===== config.mk =====
export PLATFORM = sky130hd
export DESIGN_NAME = xmem_stretch_ctrl
export DESIGN_NICKNAME = d
export VERILOG_FILES = /design/src/rtl/xms_pkg.sv /design/src/rtl/xms_cfg_reg.sv /design/src/rtl/xms_seq.sv /design/src/rtl/xms_dp.sv /design/src/rtl/xmem_stretch_ctrl.sv
export SDC_FILE = /design/constraint.sdc
export NUM_CORES = 1
export LEC_CHECK = 0
export BUFFER_PORTS_ARGS = -buffer_cell sky130_fd_sc_hd__clkbuf_2
export CORE_ASPECT_RATIO = 1.25
export CORE_MARGIN = 3
export CORE_UTILIZATION = 45
export CTS_BUF_LIST = sky130_fd_sc_hd__clkbuf_8
export DETAILED_ROUTE_END_ITERATION = 8
export GPL_TIMING_DRIVEN = 1
export PLACE_DENSITY = 0.81
export SYNTH_ARGS = -nofsm -noshare
export SYNTH_HDL_FRONTEND = slang
export SYNTH_SLANG_ARGS = --single-unit

===== constraint.sdc =====
create_clock -name clk_i -period 1.6 [get_ports clk_i]
set_input_delay 0.32 -clock clk_i [delete_from_list [all_inputs] [get_ports clk_i]]
set_output_delay 0.32 -clock clk_i [all_outputs]
set_load 0.02 [all_outputs]

===== src/rtl/xms_pkg.sv =====
package xms_pkg;

    localparam int unsigned XMS_CLK_PER_ICYC = 4;

    typedef enum logic [1:0] {
        PH_C1 = 2'd0,
        PH_C2 = 2'd1,
        PH_C3 = 2'd2,
        PH_C4 = 2'd3
    } xms_phase_e;

endpackage


===== src/rtl/xms_cfg_reg.sv =====
module xms_cfg_reg #(
    parameter logic [7:0] SFR_ADDR  = 8'h8E,
    parameter logic [7:0] RESET_VAL = 8'h01,
    parameter int unsigned STRETCH_W = 3
) (
    input  logic                 clk_i,
    input  logic                 rst_ni,
    input  logic                 wr_i,
    input  logic [7:0]           addr_i,
    input  logic [7:0]           wdata_i,
    output logic [7:0]           rdata_o,
    output logic [STRETCH_W-1:0] stretch_o
);

    typedef struct packed {
        logic [7:0] val;
    } cfg_state_t;

    cfg_state_t st_d, st_q;
    logic       hit;

    always_comb begin
        hit  = (addr_i == SFR_ADDR);
        st_d = st_q;
        if (wr_i && hit) begin
            st_d.val = wdata_i;
        end
    end

    always_ff @(posedge clk_i) begin
        if (!rst_ni) begin
            st_q.val <= RESET_VAL;
        end else begin
            st_q <= st_d;
        end
    end

    assign rdata_o   = hit ? st_q.val : 8'h00;
    assign stretch_o = st_q.val[STRETCH_W-1:0];

    // a write to the register address is stored in full
    p_cfg_write_r1: assert property (@(posedge clk_i) disable iff (!rst_ni)
        (wr_i && addr_i == SFR_ADDR) |=> (st_q.val == $past(wdata_i)));

    // writes to other addresses leave the register alone
    p_cfg_keep_r1: assert property (@(posedge clk_i) disable iff (!rst_ni)
        !(wr_i && addr_i == SFR_ADDR) |=> $stable(st_q.val));

endmodule


===== src/rtl/xms_seq.sv =====
module xms_seq
    import xms_pkg::*;
#(
    parameter int unsigned STRETCH_W = 3,
    parameter int unsigned BASE_ICYC = 2
) (
    input  logic                 clk_i,
    input  logic                 rst_ni,
    input  xms_phase_e           ph_i,
    input  logic                 req_i,
    input  logic                 req_we_i,
    input  logic [STRETCH_W-1:0] stretch_i,
    output logic                 start_o,
    output logic                 busy_o,
    output logic                 addr_oe_o,
    output logic                 rd_stb_o,
    output logic                 wr_stb_o,
    output logic                 data_oe_o,
    output logic                 cap_o,
    output logic                 done_o
);

    localparam int unsigned MAX_STRETCH = (1 << STRETCH_W) - 1;
    localparam int unsigned MAX_CLKS    = (BASE_ICYC + MAX_STRETCH) * XMS_CLK_PER_ICYC;
    localparam int unsigned CNT_W       = $clog2(MAX_CLKS + 1);
    localparam int unsigned STB_FIRST   = XMS_CLK_PER_ICYC;

    typedef struct packed {
        logic             busy;
        logic             we;
        logic [CNT_W-1:0] cnt;
        logic [CNT_W-1:0] last;
    } seq_state_t;

    seq_state_t       st_d, st_q;
    logic [CNT_W-1:0] last_calc;
    logic             final_clk;
    logic             start;
    logic             strobe_win;
    logic             drive_win;

    always_comb begin
        last_calc = CNT_W'((BASE_ICYC + int'(stretch_i)) * XMS_CLK_PER_ICYC - 1);
        final_clk = st_q.busy && (st_q.cnt == st_q.last);
        start     = req_i && (ph_i == PH_C4) && (!st_q.busy || final_clk);

        st_d = st_q;
        if (start) begin
            st_d.busy = 1'b1;
            st_d.we   = req_we_i;
            st_d.cnt  = '0;
            st_d.last = last_calc;
        end else if (final_clk) begin
            st_d.busy = 1'b0;
            st_d.cnt  = '0;
        end else if (st_q.busy) begin
            st_d.cnt = st_q.cnt + CNT_W'(1);
        end

        strobe_win = st_q.busy && (st_q.cnt >= CNT_W'(STB_FIRST))
                     && (st_q.cnt <= st_q.last - CNT_W'(2));
        drive_win  = st_q.busy && (st_q.cnt >= CNT_W'(STB_FIRST))
                     && (st_q.cnt <= st_q.last - CNT_W'(1));
    end

    always_ff @(posedge clk_i) begin
        if (!rst_ni) begin
            st_q.busy <= 1'b0;
            st_q.we   <= 1'b0;
            st_q.cnt  <= '0;
            st_q.last <= CNT_W'(BASE_ICYC * XMS_CLK_PER_ICYC - 1);
        end else begin
            st_q <= st_d;
        end
    end

    assign start_o   = start;
    assign busy_o    = st_q.busy;
    assign addr_oe_o = st_q.busy;
    assign rd_stb_o  = strobe_win && !st_q.we;
    assign wr_stb_o  = strobe_win && st_q.we;
    assign data_oe_o = drive_win && st_q.we;
    assign cap_o     = st_q.busy && !st_q.we && (st_q.cnt == st_q.last - CNT_W'(2));
    assign done_o    = final_clk;

    // the clock count stays aligned with the sequencer phase
    p_phase_align_r3: assert property (@(posedge clk_i) disable iff (!rst_ni)
        st_q.busy |-> (st_q.cnt[1:0] == 2'(ph_i)));

    // the count never runs past the latched end
    p_cnt_bound_r4: assert property (@(posedge clk_i) disable iff (!rst_ni)
        st_q.busy |-> (st_q.cnt <= st_q.last));

    // completion is a single-clock pulse
    p_done_single_r4: assert property (@(posedge clk_i) disable iff (!rst_ni)
        done_o |=> !done_o);

    // the latched length holds unless a new access is accepted
    p_len_latched_r9: assert property (@(posedge clk_i) disable iff (!rst_ni)
        !start |=> $stable(st_q.last));

    // a busy non-final clock always advances the count
    p_busy_advance_r11: assert property (@(posedge clk_i) disable iff (!rst_ni)
        (st_q.busy && !final_clk) |=> (st_q.busy && st_q.cnt == $past(st_q.cnt) + CNT_W'(1)));

    // accept on the final clock restarts the count with no gap
    p_chain_r10: assert property (@(posedge clk_i) disable iff (!rst_ni)
        (final_clk && start) |=> (st_q.busy && st_q.cnt == '0));

    // read and write strobes never overlap
    p_strobe_excl_r6: assert property (@(posedge clk_i) disable iff (!rst_ni)
        !(rd_stb_o && wr_stb_o));

endmodule


===== src/rtl/xms_dp.sv =====
module xms_dp #(
    parameter int unsigned ADDR_W = 16,
    parameter int unsigned DATA_W = 8
) (
    input  logic              clk_i,
    input  logic              rst_ni,
    input  logic              start_i,
    input  logic [ADDR_W-1:0] req_addr_i,
    input  logic [DATA_W-1:0] req_wdata_i,
    input  logic              cap_i,
    input  logic [DATA_W-1:0] mem_rdata_i,
    output logic [ADDR_W-1:0] addr_o,
    output logic [DATA_W-1:0] wdata_o,
    output logic [DATA_W-1:0] rdata_o
);

    typedef struct packed {
        logic [ADDR_W-1:0] addr;
        logic [DATA_W-1:0] wdata;
        logic [DATA_W-1:0] rdata;
    } dp_state_t;

    dp_state_t st_d, st_q;

    always_comb begin
        st_d = st_q;
        if (start_i) begin
            st_d.addr  = req_addr_i;
            st_d.wdata = req_wdata_i;
        end
        if (cap_i) begin
            st_d.rdata = mem_rdata_i;
        end
    end

    always_ff @(posedge clk_i) begin
        if (!rst_ni) begin
            st_q <= '0;
        end else begin
            st_q <= st_d;
        end
    end

    assign addr_o  = st_q.addr;
    assign wdata_o = st_q.wdata;
    assign rdata_o = st_q.rdata;

    // captured read data holds between captures
    p_rdata_hold_r8: assert property (@(posedge clk_i) disable iff (!rst_ni)
        !cap_i |=> $stable(st_q.rdata));

    // the address only changes on acceptance
    p_addr_hold_r5: assert property (@(posedge clk_i) disable iff (!rst_ni)
        !start_i |=> $stable(st_q.addr));

endmodule


===== src/rtl/xmem_stretch_ctrl.sv =====
module xmem_stretch_ctrl
    import xms_pkg::*;
#(
    parameter int unsigned ADDR_W    = 16,
    parameter int unsigned DATA_W    = 8,
    parameter int unsigned STRETCH_W = 3,
    parameter int unsigned BASE_ICYC = 2,
    parameter logic [7:0]  SFR_ADDR  = 8'h8E,
    parameter logic [7:0]  CFG_RESET = 8'h01
) (
    input  logic              clk_i,
    input  logic              rst_ni,
    input  logic [1:0]        ph_i,
    input  logic              sfr_wr_i,
    input  logic [7:0]        sfr_addr_i,
    input  logic [7:0]        sfr_wdata_i,
    output logic [7:0]        sfr_rdata_o,
    input  logic              req_i,
    input  logic              req_we_i,
    input  logic [ADDR_W-1:0] req_addr_i,
    input  logic [DATA_W-1:0] req_wdata_i,
    output logic              busy_o,
    output logic [ADDR_W-1:0] mem_addr_o,
    output logic              addr_oe_o,
    output logic              mem_rd_o,
    output logic              mem_wr_o,
    output logic [DATA_W-1:0] mem_wdata_o,
    output logic              data_oe_o,
    input  logic [DATA_W-1:0] mem_rdata_i,
    output logic [DATA_W-1:0] rdata_o,
    output logic              done_o
);

    logic [STRETCH_W-1:0] stretch;
    logic                 start;
    logic                 cap;
    xms_phase_e           phase;

    assign phase = xms_phase_e'(ph_i);

    xms_cfg_reg #(
        .SFR_ADDR (SFR_ADDR),
        .RESET_VAL(CFG_RESET),
        .STRETCH_W(STRETCH_W)
    ) u_cfg (
        .clk_i    (clk_i),
        .rst_ni   (rst_ni),
        .wr_i     (sfr_wr_i),
        .addr_i   (sfr_addr_i),
        .wdata_i  (sfr_wdata_i),
        .rdata_o  (sfr_rdata_o),
        .stretch_o(stretch)
    );

    xms_seq #(
        .STRETCH_W(STRETCH_W),
        .BASE_ICYC(BASE_ICYC)
    ) u_seq (
        .clk_i    (clk_i),
        .rst_ni   (rst_ni),
        .ph_i     (phase),
        .req_i    (req_i),
        .req_we_i (req_we_i),
        .stretch_i(stretch),
        .start_o  (start),
        .busy_o   (busy_o),
        .addr_oe_o(addr_oe_o),
        .rd_stb_o (mem_rd_o),
        .wr_stb_o (mem_wr_o),
        .data_oe_o(data_oe_o),
        .cap_o    (cap),
        .done_o   (done_o)
    );

    xms_dp #(
        .ADDR_W(ADDR_W),
        .DATA_W(DATA_W)
    ) u_dp (
        .clk_i      (clk_i),
        .rst_ni     (rst_ni),
        .start_i    (start),
        .req_addr_i (req_addr_i),
        .req_wdata_i(req_wdata_i),
        .cap_i      (cap),
        .mem_rdata_i(mem_rdata_i),
        .addr_o     (mem_addr_o),
        .wdata_o    (mem_wdata_o),
        .rdata_o    (rdata_o)
    );

    // the write strobe is always inside the data drive window
    p_wr_inside_oe_r7: assert property (@(posedge clk_i) disable iff (!rst_ni)
        mem_wr_o |-> data_oe_o);

    // any strobe is inside the address enable window
    p_stb_inside_addr_r5: assert property (@(posedge clk_i) disable iff (!rst_ni)
        (mem_rd_o || mem_wr_o || done_o) |-> addr_oe_o);

endmodule


## Word level (Yosys, flattened, before mapping)

Cells that the tools add are included.

- Register bits: 54
- Bits in latches: 0
- RAM bits: 0
- ROM bits: 0
- Bits of input ports: 55
- Word-level logic and storage cells: 41
- Memories kept: 0

- Add/sub/neg operators: 5
- Multiply operators: 0
- Div/mod/pow operators: 0
- Magnitude comparators: 3
- Eq/ne operators: 4
- Shift operators: 0
- Muxes and demuxes: 3
- Bitwise logic cells: 1
- Reduce and logical (&&, ||, !) cells: 17

Operators with widths:

| cell | number |
|---|---|
| $eq 6x6->1 | 2 |
| $le 6x6->1 | 2 |
| $logic_and 1x1->1 | 12 |
| $sub 6x1->6 const B | 2 |
| $eq 8x8->1 const B | 1 |
| $mux 8 | 1 |
| $add 6x1->6 const B | 1 |
| $ge 6x3->1 const B | 1 |
| $sub 6x2->6 const B | 1 |
| $add 2x3->4 const A | 1 |
| $reduce_or 3->1 | 1 |
| $eq 2x2->1 const B | 1 |
| $logic_not 1->1 | 2 |
| $mux 1 | 2 |
| $reduce_bool 2->1 | 1 |
| $logic_or 1x1->1 | 1 |
| $not 1->1 | 1 |

## Longest topological paths before layout

- Depth after elaboration: 5
- Depth in mapped cells: 7
- Gate-level depth less buffers: 5

## Cells and area by module

From an unflattened synthesis, not the netlist that was laid out.

- Cells, all modules: 251
- Area total of the unflattened synthesis: 2527.4 um2

By module, submodules not included:

| module | instances | cells an instance | area each (um2) | sequential area each (um2) |
|---|---|---|---|---|
| xms_dp | 1 | 103 | 1231.2 | 640.6 |
| xms_seq | 1 | 98 | 848.3 | 240.2 |
| xms_cfg_reg | 1 | 50 | 447.9 | 160.2 |

## Worst setup path before layout

No wires, ideal clock.

- Path kind: reg-to-output
- Start: reg u_seq.st_q[5] (netlist name)
- End: out data_oe_o
- Arrival time: 1591 ps
- Data required time: 1280 ps
- Slack: -311 ps
- Stages on the path, launching flop included: 7
- Path buffers: 1
- Path through: dfxtp_1 -> inv_1 -> ha_1 -> nand4_1 -> clkbuf_1 -> o221ai_1 -> a21oi_1

- Longest elaborated chain between the ends: 4

Ends and longest elaborated chain:

| item | line | RTL |
|---|---|---|
| from (decl) | xms_seq.sv:35 | `seq_state_t st_d, st_q;` |
| from (signal assigned) | xms_seq.sv:73 | `st_q <= st_d;` |
| $sub 6x1->6 | xms_seq.sv:63 | `&& (st_q.cnt <= st_q.last - CNT_W'(1));` |
| $le 6x6->1 | xms_seq.sv:63 |  |
| $logic_and 1x1->1 | xms_seq.sv:63 |  |
| $logic_and 1x1->1 | xms_seq.sv:82 | `assign data_oe_o = drive_win && st_q.we;` |
| to (decl) | xmem_stretch_ctrl.sv:28 | `output logic data_oe_o,` |

No other way between the ends.

## Worst setup path after layout

- Start: reg u_seq.st_q[5] (netlist name)
- End: out mem_wr_o

- Longest elaborated chain between the ends: 4

Ends and longest elaborated chain:

| item | line | RTL |
|---|---|---|
| $sub 6x2->6 | xms_seq.sv:61 | `&& (st_q.cnt <= st_q.last - CNT_W'(2));` |
| $le 6x6->1 | xms_seq.sv:61 |  |
| $logic_and 1x1->1 | xms_seq.sv:61 |  |
| $logic_and 1x1->1 | xms_seq.sv:81 | `assign wr_stb_o = strobe_win && st_q.we;` |
| to (decl) | xmem_stretch_ctrl.sv:26 | `output logic mem_wr_o,` |

No other way between the ends.

==> impl_summary.md <==
Placement
Detailed placement finished with a half-perimeter wire length of 4750 um. The cell count after placement is 452. Once placement finished, the instance area stood at 3290 sq um. The number of I/O port buffers is 100. The global placement routability congestion is 0.906.

Timing
Setup slack on the critical path of the routed design comes to -456 ps. The total setup violations reported at the end of the flow is 33. The worst relative slew slack is 70.8%. The number of pins exceeding their max-slew limit in the final report came to 0. The slew at the pin closest to its max-slew limit is 433 ps.

The maximum clock skew at final layout is 4.84 ps. The final critical path takes up 128% of the cycle. The final critical delay including setup and external delays is 2060 ps.

The hold violation total from the final report came to 0. Timing would allow up to 486 MHz. Setup repair after global routing could not meet its margin everywhere. The summed negative setup slack over all endpoints is -9290 ps.

Setup path
Across all register-to-register paths, the minimum setup slack is -370 ps. The capturing element type of the critical path is a primary output. The number of cells on the worst reg-to-reg path is 9. The critical register-to-register path startpoint is u_seq.st_q[5]. STA classifies the critical path startpoint as a flop.

Data arrives at the worst endpoint at 1740 ps. At the worst endpoint, the required time is 1280 ps. In this run the critical register-to-register path is captured at u_dp.wdata_o[0]. The type of the worst setup path is reg2out. In this run the worst path has a maximum fanout of 4.

Detailed routing
The detail-routed net length per standard cell is 13.9 um. In the routed layout, each cell is associated on average with a via count of 5.03. For this run, design rule violations remaining after detail routing come to 0. The initial DRC count is 54. The number of vias after detailed routing is 2,355. The number of optimization iterations in the first detailed-route pass is 4. The number of nets still failing antenna checks after routing is 0. Summed over all layers, the routed wires come to 6500 um.

Synthesis
Each instance of the synthesized netlist takes up on average 8.72 sq um. The xor/xnor share of the synthesized area is 1.06%. The Yosys step of the flow raised 0 warnings. In the post-synthesis netlist, the biggest area contributors are sky130_fd_sc_hd__dfxtp_1 (42%), sky130_fd_sc_hd__mux2i_1 (15%), sky130_fd_sc_hd__nand2_1 (12%). The compound-cell area share of the yosys netlist is 8.42%. The distinct cell type count of the synthesized netlist is 35. After synthesis the cells add up to 2470 sq um. Measured against the total synthesized area, the mux share comes to 15.5%. For this run, the leading register cell type out of synthesis is sky130_fd_sc_hd__dfxtp_1. Counting flops and latches in the post-synthesis netlist gives 52. The area share of and/or/nand/nor cells after synthesis is 22.6%. The largest family of logic cells by synthesized area is simple AND/OR/NAND/NOR gates. The share of the Yosys chip area taken by registers is 42.2%. The synthesized-area fraction occupied by adder cells is 5.58%. The post-synth net total is 349. The number of cells produced by synthesis is 283. The share of synthesized flip-flops with an asynchronous set or reset is 0%.

Yosys mapped a number of flops with a built-in enable equal to 0. The share of the synthesized area in the top cell type is 42.2%. The cell type with the highest aggregate area in the netlist is sky130_fd_sc_hd__dfxtp_1.

CTS
The clock latency on the worst-skew pair is 300 ps. The longest clock path from root to sink contains 2 buffers. The H-tree was split into 2 levels. The number of clock buffers added by TritonCTS is 5. The clock sink total is 52. The clock slew at the register clock pins of the worst setup and hold paths is 90 ps. The tree is rooted in a sky130_fd_sc_hd__clkbuf_8. TritonCTS built the clock tree.

Die
The total area inside the core boundary comes to 5190 sq um. The floorplan has 29 rows. The die height is 88.8 um. The die outline width is 72.2 um. The number of I/O pins is 101.

The initial standard-cell utilization of the core is 47.6%. The floorplan step defined a die boundary enclosing 6410 sq um.

Power and ir drop
The leakage power summed over all cells is 1.60 nW. Power spread over the standard cell area amounts to 675 nW/um^2. The worst-case IR drop observed on VDD is 492 uV.

The overall power consumption is 2.47 mW.

Global routing
Global routing finished with a remaining overflow of 0. The global-route usage over all layers is 20.6%. The number of antenna violations at the first check in global routing is 0.

The number of global-route vias before repair is 2,339. Entering global routing, the biggest net connects 28 pins. The global-route wire length before repair is 10,600 um.

Status
The run finished, with violations left. The checks that failed: setup timing.

Cells and area
The library cell used most frequently in the layout, excluding fill and tap cells, is sky130_fd_sc_hd__clkbuf_2. The share of the core filled with cells is 70.6%. Cells with a size suffix above 1 make up 43.8% of the layout. The final layout contains 471 nets. The library cells used most frequently in the layout, excluding fill and tap cells, are sky130_fd_sc_hd__clkbuf_2 (88), sky130_fd_sc_hd__nand2_1 (75), sky130_fd_sc_hd__dfxtp_1 (44). The layout has 392 filler cells. The number of inserted diodes is 0. The growth of design area from synthesis to finish is 48.5%. The filler-free cell count of the finished design is 468. With fillers left out, the area of the finished cells amounts to 3660 sq um.

Min path
The count of cells along the worst hold path is 3. The worst-case hold path end point is u_dp.wdata_o[5]. The tightest min-delay check is of the in2reg type. The worst hold path begins at req_wdata_i[5].

Run
The reported max-cap violation count is 0.
cells in the mapped netlist, types with 2 or more instances:
master	instances
sky130_fd_sc_hd__ha_1	11
sky130_fd_sc_hd__nand3_1	10
sky130_fd_sc_hd__o221ai_1	3
sky130_fd_sc_hd__nand3b_1	2
sky130_fd_sc_hd__xor2_1	2
sky130_fd_sc_hd__clkbuf_1	11
sky130_fd_sc_hd__buf_2	2
sky130_fd_sc_hd__o21ai_0	12
sky130_fd_sc_hd__a21oi_1	8
sky130_fd_sc_hd__mux2i_1	37
sky130_fd_sc_hd__a21boi_0	9
sky130_fd_sc_hd__nand2_1	77
sky130_fd_sc_hd__nand2b_1	2
sky130_fd_sc_hd__nand4_1	4
sky130_fd_sc_hd__nor2b_1	2
sky130_fd_sc_hd__and2_1	7
sky130_fd_sc_hd__inv_1	9
sky130_fd_sc_hd__nor2_1	4
sky130_fd_sc_hd__or3_1	3
sky130_fd_sc_hd__buf_4	2
sky130_fd_sc_hd__dfxtp_1	52
sequential cells by signal, summed over array words and instances, names as in the netlist:
signal and cells:
u_dp.addr_o 16, u_seq.st_q 11, u_cfg.st_q 8, u_dp.rdata_o 8, u_dp.wdata_o 8, u_seq.addr_oe_o 1
kinds of logic (layout without fill, tap and decap cells):
| kind of cell | Yosys count | in the layout |
|---|---|---|
| and+or+nand+nor | 119 | 119 |
| muxes | 38 | 38 |
| DFF | 52 | 52 |
| adders and majority gates | 11 | 11 |
| buffers and inverters | 26 | 149 |
| xor gates and xnor gates | 3 | 3 |
| AOI/OAI and AO/OA | 34 | 34 |
layout make-up:
class                      count  area (sq um)  share of cell area, %
tap                           62          77.6                   2.12
inverter                       9          33.8                  0.922
clock buffer                   6          82.6                   2.25
timing repair buffer         132           885                   24.1
multi-input combinational    205          1520                   41.5
sequential                    52          1050                   28.7
clock inverter                 2          13.8                  0.376
through the flow:
step | worst slack, ps | hold slack, ps
final | -456 | 239
after global routing | -498 | 236
after global placement | -161 | 438
after CTS | -433 | 225
after detailed placement | -236 | 444
after floorplan | -39.8 | 430
worst max path at each step:
stage | from | to | slack (ps) | cells after the start
after floorplan | u_seq.st_q[3] | u_seq.st_q[2] | -40 | 6
after global placement | u_seq.st_q[3] | u_seq.st_q[4] | -160 | 7
after detailed placement | u_seq.st_q[3] | u_seq.st_q[5] | -240 | 7
after CTS | u_seq.st_q[5] | mem_wr_o | -430 | 7
after global routing | u_seq.st_q[5] | mem_rd_o | -500 | 7
final | u_seq.st_q[5] | mem_wr_o | -460 | 7
repair_timing:
action | in CTS | in global routing
resized for setup | 22 | 36
hold buffers | 0 | 0
pin swaps | 6 | 6
endpoints found under the hold margin | 0 | 0
setup buffers | 7 | 1
endpoints found under the setup margin | 37 | 49
gates cloned | 2 | 0
power by group:
group,leakage (nW),switching (mW),internal (mW)
logic,1.12,0.181,0.176
registers,0.424,0.0183,1.32
clock network,0.0516,0.422,0.354
total,1.60,0.621,1.85
worst max-delay path, stage by stage (launching register included):
cell	delay (ps)
sky130_fd_sc_hd__dfxtp_2	360
sky130_fd_sc_hd__inv_2	50
sky130_fd_sc_hd__ha_4	290
sky130_fd_sc_hd__nand4_1	100
sky130_fd_sc_hd__buf_6	150
sky130_fd_sc_hd__o221ai_4	240
sky130_fd_sc_hd__a21oi_4	100
sky130_fd_sc_hd__buf_8	130
routing by layer:
metal	routed length [um]	vias up	global-route usage (%)
li1	-	1194	-
met3	298	8	4.09
met1	2550	1093	24.3
met2	3560	60	36.5
met4	93	0	8.21
met5	0	-	0
No activity file was read; power rests on OpenSTA's default activity.
